`config.mk`:
```
export PLATFORM = sky130hd
export DESIGN_NAME = pc_vectors
export DESIGN_NICKNAME = d
export VERILOG_FILES = /design/src/rtl/pc_vectors.sv
export SDC_FILE = /design/constraint.sdc
export NUM_CORES = 1
export LEC_CHECK = 0
export BUFFER_PORTS_ARGS = -buffer_cell sky130_fd_sc_hd__clkbuf_2
export CORE_ASPECT_RATIO = 2
export CORE_MARGIN = 5
export CORE_UTILIZATION = 43
export DETAILED_ROUTE_END_ITERATION = 8
export PLACE_DENSITY = 0.75
export SYNTH_ARGS = -nofsm -noshare
export SYNTH_HDL_FRONTEND = slang
export SYNTH_SLANG_ARGS = --single-unit
export TNS_END_PERCENT = 30
```
`constraint.sdc`:
```
create_clock -name clk -period 1.7 [get_ports clk]
set_clock_uncertainty 0.1 [all_clocks]
set_input_delay 0.255 -clock clk [delete_from_list [all_inputs] [get_ports clk]]
set_output_delay 0.255 -clock clk [all_outputs]
set_load 0.02 [all_outputs]
```
`src/rtl/pc_vectors.sv`:
```
module pc_vectors #(
  parameter int PC_W       = 13,
  parameter int PHYS_WORDS = 2048,
  parameter int RESET_VEC  = 0,
  parameter int IRQ_VEC    = 4
) (
  input  logic            clk,
  input  logic            rst_n,
  input  logic            inc_en,
  input  logic            load_en,
  input  logic [PC_W-1:0] load_addr,
  input  logic            irq_take,
  output logic [PC_W-1:0] pc,
  output logic [PC_W-1:0] fetch_addr,
  output logic [PC_W-1:0] ret_addr,
  output logic            ret_valid
);

  localparam logic [PC_W-1:0] PHYS_MASK = PC_W'(PHYS_WORDS - 1);
  localparam logic [PC_W-1:0] RST_PC    = PC_W'(RESET_VEC);
  localparam logic [PC_W-1:0] IRQ_PC    = PC_W'(IRQ_VEC);

  assign fetch_addr = pc & PHYS_MASK;

  always_ff @(posedge clk or negedge rst_n) begin
    if (!rst_n) begin
      pc        <= RST_PC;
      ret_addr  <= '0;
      ret_valid <= 1'b0;
    end else begin
      ret_valid <= irq_take;
      if (irq_take) begin
        ret_addr <= pc;
        pc       <= IRQ_PC;
      end else if (load_en) begin
        pc <= load_addr;
      end else if (inc_en) begin
        pc <= pc + 1'b1;
      end
    end
  end


  vector_entry_chk: assert property (@(posedge clk) disable iff (!rst_n)
    irq_take |=> pc == IRQ_PC);


  load_target_chk: assert property (@(posedge clk) disable iff (!rst_n)
    (load_en && !irq_take) |=> pc == $past(load_addr));


  step_one_chk: assert property (@(posedge clk) disable iff (!rst_n)
    (inc_en && !load_en && !irq_take) |=> pc == PC_W'($past(pc) + 1'b1));


  idle_hold_chk: assert property (@(posedge clk) disable iff (!rst_n)
    (!inc_en && !load_en && !irq_take) |=> $stable(pc));


  ret_capture_chk: assert property (@(posedge clk) disable iff (!rst_n)
    irq_take |=> (ret_valid && ret_addr == $past(pc)));


  ret_source_chk: assert property (@(posedge clk) disable iff (!rst_n)
    !irq_take |=> !ret_valid);

endmodule

```
Word-level counts from Yosys, hierarchy flattened:

Index checks and enable logic that the tools add are counted.

* register bits after elaboration: 27
* output and inout bits: 40
* bits of input ports: 18

* mux-type cells: 3
* add/subtract/negate cells: 1
* reductions and logical operators: 1

Operators by type and width (number)
* $mux 13: 3
* $add 13x1->13 const B: 1
* $reduce_bool 3->1: 1

Depth between registers and ports, before layout:

Gate-level depths: netlist of run 1.

* depth in word-level cells: 4
* mapped depth: 5
* gate-level depth less buffers: 4

Least setup slack after synthesis of run 1:

Ideal clock, no wire load.

* path type: reg-to-reg
* start: reg pc[0]
* end: reg pc[10]
* setup time: 0.099 ns
* data required time: 1.501 ns
* path buffers: 0
* arrival time: 1.588 ns
* stages on the path, launching flop included: 5
* path slack: -0.087 ns
* cells stage by stage: dfrtp_1 ha_1 nand2_1 or4_1 a311oi_1

* cells in the longest elaborated chain, start to end: 4

RTL lines
* start: declaration: RTL line 13 `output logic [PC_W-1:0] pc,`
* start signal: assignment: RTL line 36 `pc <= load_addr;`
* start signal: assignment: RTL line 38 `pc <= pc + 1'b1;`
* $add 13x1->13: RTL line 38
* $mux 13: RTL line 37 `end else if (inc_en) begin`
* $mux 13: RTL line 35 `end else if (load_en) begin`
* $mux 13: RTL line 32 `if (irq_take) begin`

No other way between the ends. The select of a mux whose other input is x is not followed.
A chain may end at the register's enable or synchronous reset.

Worst setup path after layout of run 1:

* start: reg pc[0]
* end: reg pc[9]

The elaborated chain is that of the path after synthesis.

==> results of run 1 <==
-- synthesized netlist by cell type (all sizes together) --
library cell	n	area share, %
nand4b	2	1.2
a31oi	1	0.44
o21ai	6	2.1
mux2	14	11
o21bai	1	0.53
a2111oi	2	1.2
or3	3	1.4
xor2	3	1.8
nand4	5	2.6
ha	1	0.88
a21oi	3	1.1
nand2b	1	0.44
conb	1	0.26
nor2b	2	0.88
nand3	4	1.4
a311oi	5	3.1
dfrtp	27	47
a211oi	4	2.1
nand2	8	2.1
and3	3	1.4
a21o	1	0.53
or4	5	2.6
clkinv	1	0.26
clkbuf	4	1.1
buf	16	8.3
o31ai	3	1.6
nor2	9	2.4
-- power breakdown --
group | internal [µW] | leakage, µW | switching, µW
sequential | 690 | 0.000342 | 43.7
combinational | 142 | 0.000513 | 211
clock | 169 | 0.0000228 | 205
-- kinds of logic after synthesis --
kind of cell / Yosys count / share of synthesized area (%)
fa+ha+maj: 1 / 0.8755
simple gates: 42 / 16.46
xor+xnor: 3 / 1.839
buf+inv: 21 / 9.631
compound gates: 26 / 12.61
mux: 14 / 11.03
other cells: 1 / 0.2624
flops: 27 / 47.29
-- area by class of cell --
cell class / count / area share, %
timing repair buffer: 71 / 21.89
tap: 31 / 2.134
clock buffer: 4 / 2.478
sequential: 27 / 37.37
multi-input combinational: 88 / 35.93
inverter: 1 / 0.2065
-- through the flow --
| step | setup TNS (ps) | cell area, µm² |
|---|---|---|
| 6_report | 0 | 1818 |
| 3_5_place_dp | 0 | 1690 |
| 2_1_floorplan | -55.10 | 1435 |
| 5_1_grt | -9.391 | 1818 |
| 3_3_place_gp | 0 | 1690 |
| 4_1_cts | 0 | 1745 |
-- metal layers --
metal / GRT usage (%) / up-vias
met5: 0 / -
met2: 29.46 / 51
met3: 2.459 / 5
li1: - / 594
met1: 15.55 / 629
met4: 8.102 / 0
-- flip-flops by register name, summed over array words and instances, names as in the netlist --
signal	count
pc	13
ret_addr	13
ret_valid	1
-- worst max-delay path: stages (launching register included) --
cell	delay, ps
dfrtp_2	460
buf_4	150
nand3_1	130
or4_1	480
a311oi_1	250
-- path summary, 6_finish.rpt --
path	from	to	slack, ps
worst min-delay path	load_addr[1]	pc[1]$_DFFE_PN0P_	90
min in group asynchronous	rst_n	ret_valid$_DFF_PN0_	430
max in group asynchronous	rst_n	pc[0]$_DFFE_PN0P_	600
worst max-delay path	pc[0]$_DFFE_PN0P_	pc[9]$_DFFE_PN0P_	40
worst max register to register	pc[0]$_DFFE_PN0P_	pc[9]$_DFFE_PN0P_	40
worst min register to register	ret_addr[6]$_DFFE_PN0P_	ret_addr[6]$_DFFE_PN0P_	410
-- what timing repair did --
action,CTS,global route
endpoints found under the hold margin,27,0
setup endpoints to repair,0,4
hold buffers,1,0
setup buffers,0,5
resized for setup,0,6
==> run_results.csv, run 1 <==
group,metric,value,unit
run_status,status,"finished, final reports clean",
clock_tree,clk_pin_slew,90,ps
drt,drtAntennaViolNets,0,
synth,synth_area,0.001429,mm²
setup_path,startpoint_type,"register",
drt,wl_met3,195,µm
sta,hold_ws,89.16,ps
sta,worst_slack,39.10,ps
worst_hold_path,hold_depth,3,
power,ir_drop,0.0006311,V
placed_design,post-place-ws,22.62,ps
final_layout,finalCoreUtilization,56.94,%
die,coreArea,0.003193,mm²
synth,synth-seq-cells,27,
synth,seq_area_frac_synth,47.29,%
grt,grt_pass1_vias,1267,
die,row_count,29,
power,leakagePower,0.0008778,µW
drt,wl_met2,2.145,mm
placed_design,io_buffers,55,
drt,via_per_inst,5.761,
clock_tree,insertion_delay,280,ps
sta,fin_crit,1661,ps
drt,drt_iter0_drc,27,
grt,grt_pass1_wl,5.775,mm
drt,route.detailed.drc,0,
synth,synth_area_per_cell,10.58,µm²
final_layout,fin_nets,211,
drt,detail_route.first_pass.iterations,4,
placed_design,gp_congestion,0.7018,
synth,synth_cell_type_count,32,
final_layout,drive_above_1_share,50.26,%
setup_path,critPathRequiredTime,1790,ps
sta,maxSlewViolCount,0,
drt,wirelength_met1,1.325,mm
die,dieArea,0.004646,mm²
setup_path,end_kind,"register",
sta,worst_pin_slew,653.8,ps
setup_path,criticalPathCategory,"register to register",
clock_tree,htreeDepth,1,
die,start_util,44.75,%
final_layout,layout_common_cells,"clkbuf_2, dfrtp_1, buf_4",
placed_design,hpwlAfterDp,2.695,mm
final_layout,synthToLayoutAreaGrowth,27.23,%
worst_hold_path,min_path_type,"input port to register",
die,die_y,91.52,µm
die,die_w,50.76,µm
sta,hold_viol_final,0,
synth,ys_warn_count,0,
clock_tree,cts_sinks,27,
final_layout,final_cells,222,
drt,drt_wl_total,3.739,mm
final_layout,final_common_cell,"clkbuf_2",
clock_tree,cts_tree,"built",
die,ios,58,
sta,final-setup-viol-count,0,
final_layout,num-fill-cells,291,
power,power.density,802.8,mW/mm²
grt,grt_use_total,15.75,%
power,power,1459,µW
setup_path,arrival,1750,ps
setup_path,worstRegToRegCells,4,
drt,top_layer,"met4",
grt,grt_max_degree,28,
sta,period_share,97.70,%
sta,maxSlewHeadroom,56.41,%
clock_tree,cts_root_buffer,"clkbuf_8",
drt,avgRoutedWirePerCell,16.84,µm
setup_path,worst-path-max-fanout,7,
sta,max_freq,602.1,MHz
final_layout,multi_input_comb_area,653.1,µm²
drt,num_vias,1279,
final_layout,antennaDiodeCount,0,
grt,overflow,0,
clock_tree,numCtsBuffers,3,
synth,synth_cells,135,
job,maxCapViolations,0,
final_layout,seq_area,679.4,µm²
clock_tree,cts.path.max_buffers,2,
placed_design,dp_cells,212,
grt,antenna_found_initial,0,
Power figures use the tool's default switching activity.
==> run 2: changes to the inputs <==
--- a/config.mk
+++ b/config.mk
@@ -10,7 +10,7 @@
 export CORE_MARGIN = 5
 export CORE_UTILIZATION = 43
 export DETAILED_ROUTE_END_ITERATION = 8
-export PLACE_DENSITY = 0.75
+export PLACE_DENSITY = 0.82
 export SYNTH_ARGS = -nofsm -noshare
 export SYNTH_HDL_FRONTEND = slang
 export SYNTH_SLANG_ARGS = --single-unit
==> run 2 against run 1 <==
Critical path depth is 1 lower. Utilization grew 0.51 points. Sequential share of layout area is 0.13 points lower. First-iteration DRC count shrank 15%. Final cell count rose by 0.45%. Power fell by 1.3%. Non-clock buffer count unchanged. Final area grew 0.89%. Critical endpoint is now pc[8]$_DFFE_PN0P_. Largest cell class unchanged. Highest routed layer unchanged.
==> run_results.csv, run 2 (synthesis gave the netlist of run 1 again) <==
group,metric,value,unit
run_status,status,"finished, final reports clean",
die,dieArea,0.004646,mm²
setup_path,slowest_delay,550,ps
drt,via_per_inst,5.717,
final_layout,synthToLayoutAreaGrowth,28.37,%
setup_path,crit_buf_inv,0,
die,die_y,91.52,µm
setup_path,regToRegSetupSlack,80,ps
power,clock_power_share,24.3,%
job,maxCapViolations,0,
sta,period_share,95.19,%
sta,maxSlewHeadroom,57.06,%
clock_tree,cts_sinks,27,
die,coreArea,0.003193,mm²
sta,maxSlewViolCount,0,
die,ios,58,
grt,antenna_found_initial,0,
power,p_comb_share,24.6,%
power,power.density,785.5,mW/mm²
sta,worst_slack,81.76,ps
sta,hold_viol_final,0,
drt,drt_wl_total,3.786,mm
power,leakagePower,0.0008785,µW
sta,worst_pin_slew,644.2,ps
power,p_sw,441.4,µW
clock_tree,clk_pin_slew,90,ps
drt,num_vias,1275,
placed_design,io_buffers,55,
drt,drt_iter0_drc,23,
setup_path,end_kind,"register",
clock_tree,cts_root_buffer,"clkbuf_8",
placed_design,hpwlAfterDp,2.644,mm
grt,grt_pass1_wl,5.913,mm
grt,grt_use_total,15.74,%
worst_hold_path,hold_depth,3,
setup_path,r2r-start,"pc[3]$_DFFE_PN0P_",
final_layout,largestRegisters,"pc x13, ret_addr x13, ret_valid x1",
setup_path,arrival,1680,ps
worst_hold_path,hp-start,"load_addr[1]",
final_layout,drive_above_1_share,52.08,%
drt,detail_route.first_pass.iterations,4,
die,row_count,29,
final_layout,antennaDiodeCount,0,
final_layout,multi_input_comb_area,665.6,µm²
final_layout,final_common_cell,"clkbuf_2",
power,p_sw_share,30.64,%
clock_tree,htreeDepth,1,
sta,fin_crit,1618,ps
final_layout,fin_nets,212,
grt,grt_max_degree,28,
drt,route.detailed.drc,0,
drt,drtAntennaViolNets,0,
setup_path,crit_slowest_cell,"or4_1",
setup_path,worstRegToRegCells,3,
setup_path,crit_path_cell_trace,"nand4_4 -> or4_1 -> a311oi_2",
placed_design,post-place-ws,-4.128,ps
setup_path,r2r_end,"pc[8]$_DFFE_PN0P_",
power,ir_drop,0.0006419,V
power,power,1441,µW
sta,max_freq,618.0,MHz
die,start_util,44.75,%
final_layout,seq_area,683.2,µm²
sta,rsz0062_at_grt,"true",
final_layout,layout_common_cells,"clkbuf_2, dfrtp_1, buf_4",
placed_design,gp_congestion,0.7714,
setup_path,criticalPathCategory,"register to register",
grt,grt_pass1_vias,1272,
power,p_int,999.4,µW
power,power_frac_seq,51.1,%
drt,avgRoutedWirePerCell,16.98,µm
grt,overflow,0,
clock_tree,cts_tree,"built",
sta,final-setup-viol-count,0,
clock_tree,numCtsBuffers,3,
final_layout,num-fill-cells,285,
worst_hold_path,hold-path-endpoint,"pc[1]$_DFFE_PN0P_",
setup_path,critPathTopFamily,"simple AND/OR/NAND/NOR gates",
die,die_w,50.76,µm
setup_path,worst-path-max-fanout,7,
clock_tree,insertion_delay,260,ps
worst_hold_path,min_path_type,"input port to register",
clock_tree,cts.path.max_buffers,2,
setup_path,startpoint_type,"register",
setup_path,critPathRequiredTime,1770,ps
## run 2: cell count changes in the layout (fill, tap and decap cells not counted)
cell,delta
dfrtp_1,-3
dfrtp_2,+3
nand4_2,+1
## run 2: worst reg2reg max path, delay by kind of cell (launching register included)
family / cells / cell delay, ps
and+or+nand+nor: 2 / 720
DFF: 1 / 440
AOI/OAI and AO/OA: 1 / 260
## run 2: metrics by stage
| step | cells | cell area, µm² | utilization [%] | hold slack [ps] | setup TNS [ps] |
|---|---|---|---|---|---|
| 6_report | 223 | 1834 | 57.45 | 123.0 | 0 |
| 5_1_grt | 223 | 1834 | 57.45 | 122.1 | -6.303 |
| 4_1_cts | 220 | 1777 | 55.64 | 124.3 | 0 |
| 3_5_place_dp | 215 | 1713 | 53.64 | 96.24 | -4.128 |
| 3_3_place_gp | 215 | 1713 | 53.64 | 97.42 | 0 |
| 2_1_floorplan | 136 | 1435 | - | -140.6 | -55.10 |
## run 2: worst max-delay path by stage
stage,startpoint,to,slack [ps],depth (start not counted)
after floorplan,pc[2]$_DFFE_PN0P_,pc[11]$_DFFE_PN0P_,-60,4
after global placement,pc[2]$_DFFE_PN0P_,pc[8]$_DFFE_PN0P_,90,3
after detailed placement,pc[2]$_DFFE_PN0P_,pc[8]$_DFFE_PN0P_,-4,3
after CTS,pc[0]$_DFFE_PN0P_,pc[8]$_DFFE_PN0P_,10,4
after global routing,pc[3]$_DFFE_PN0P_,pc[9]$_DFFE_PN0P_,-6,3
final,pc[3]$_DFFE_PN0P_,pc[8]$_DFFE_PN0P_,80,3
## run 2: per-layer routing
layer | vias to the layer above | global-route usage (%) | share of wire [%]
met3 | 8 | 2.623 | 6.3
met2 | 47 | 27.59 | 56
met5 | - | 0 | 0
met1 | 620 | 18.02 | 35
li1 | 600 | - | -
met4 | 0 | 6.610 | 2.5
## run 2: final cells by class
type                    instances  area share, %
repair buffers                 71          21.69
well taps                      31          2.115
multi-input cells              89          36.29
clock buffers                   4          2.456
flip-flops and latches         27          37.24
inverters                       1         0.2046
## run 2: what timing repair did
action,CTS,global route
endpoints found under the hold margin,14,0
resized for setup,1,8
cloned,0,1
setup endpoints to repair,1,3
hold buffers,1,0
buffers inserted,0,2
pin swaps,0,1
## run 2: power groups by stage
stage               sequential, µW  combinational [µW]  clock (µW)
floorplan                      807                 150           0
global placement               738                 338           0
detailed placement             741                 343           0
CTS                            731                 346         360
global route                   745                 381         393
finish                         737                 354         350
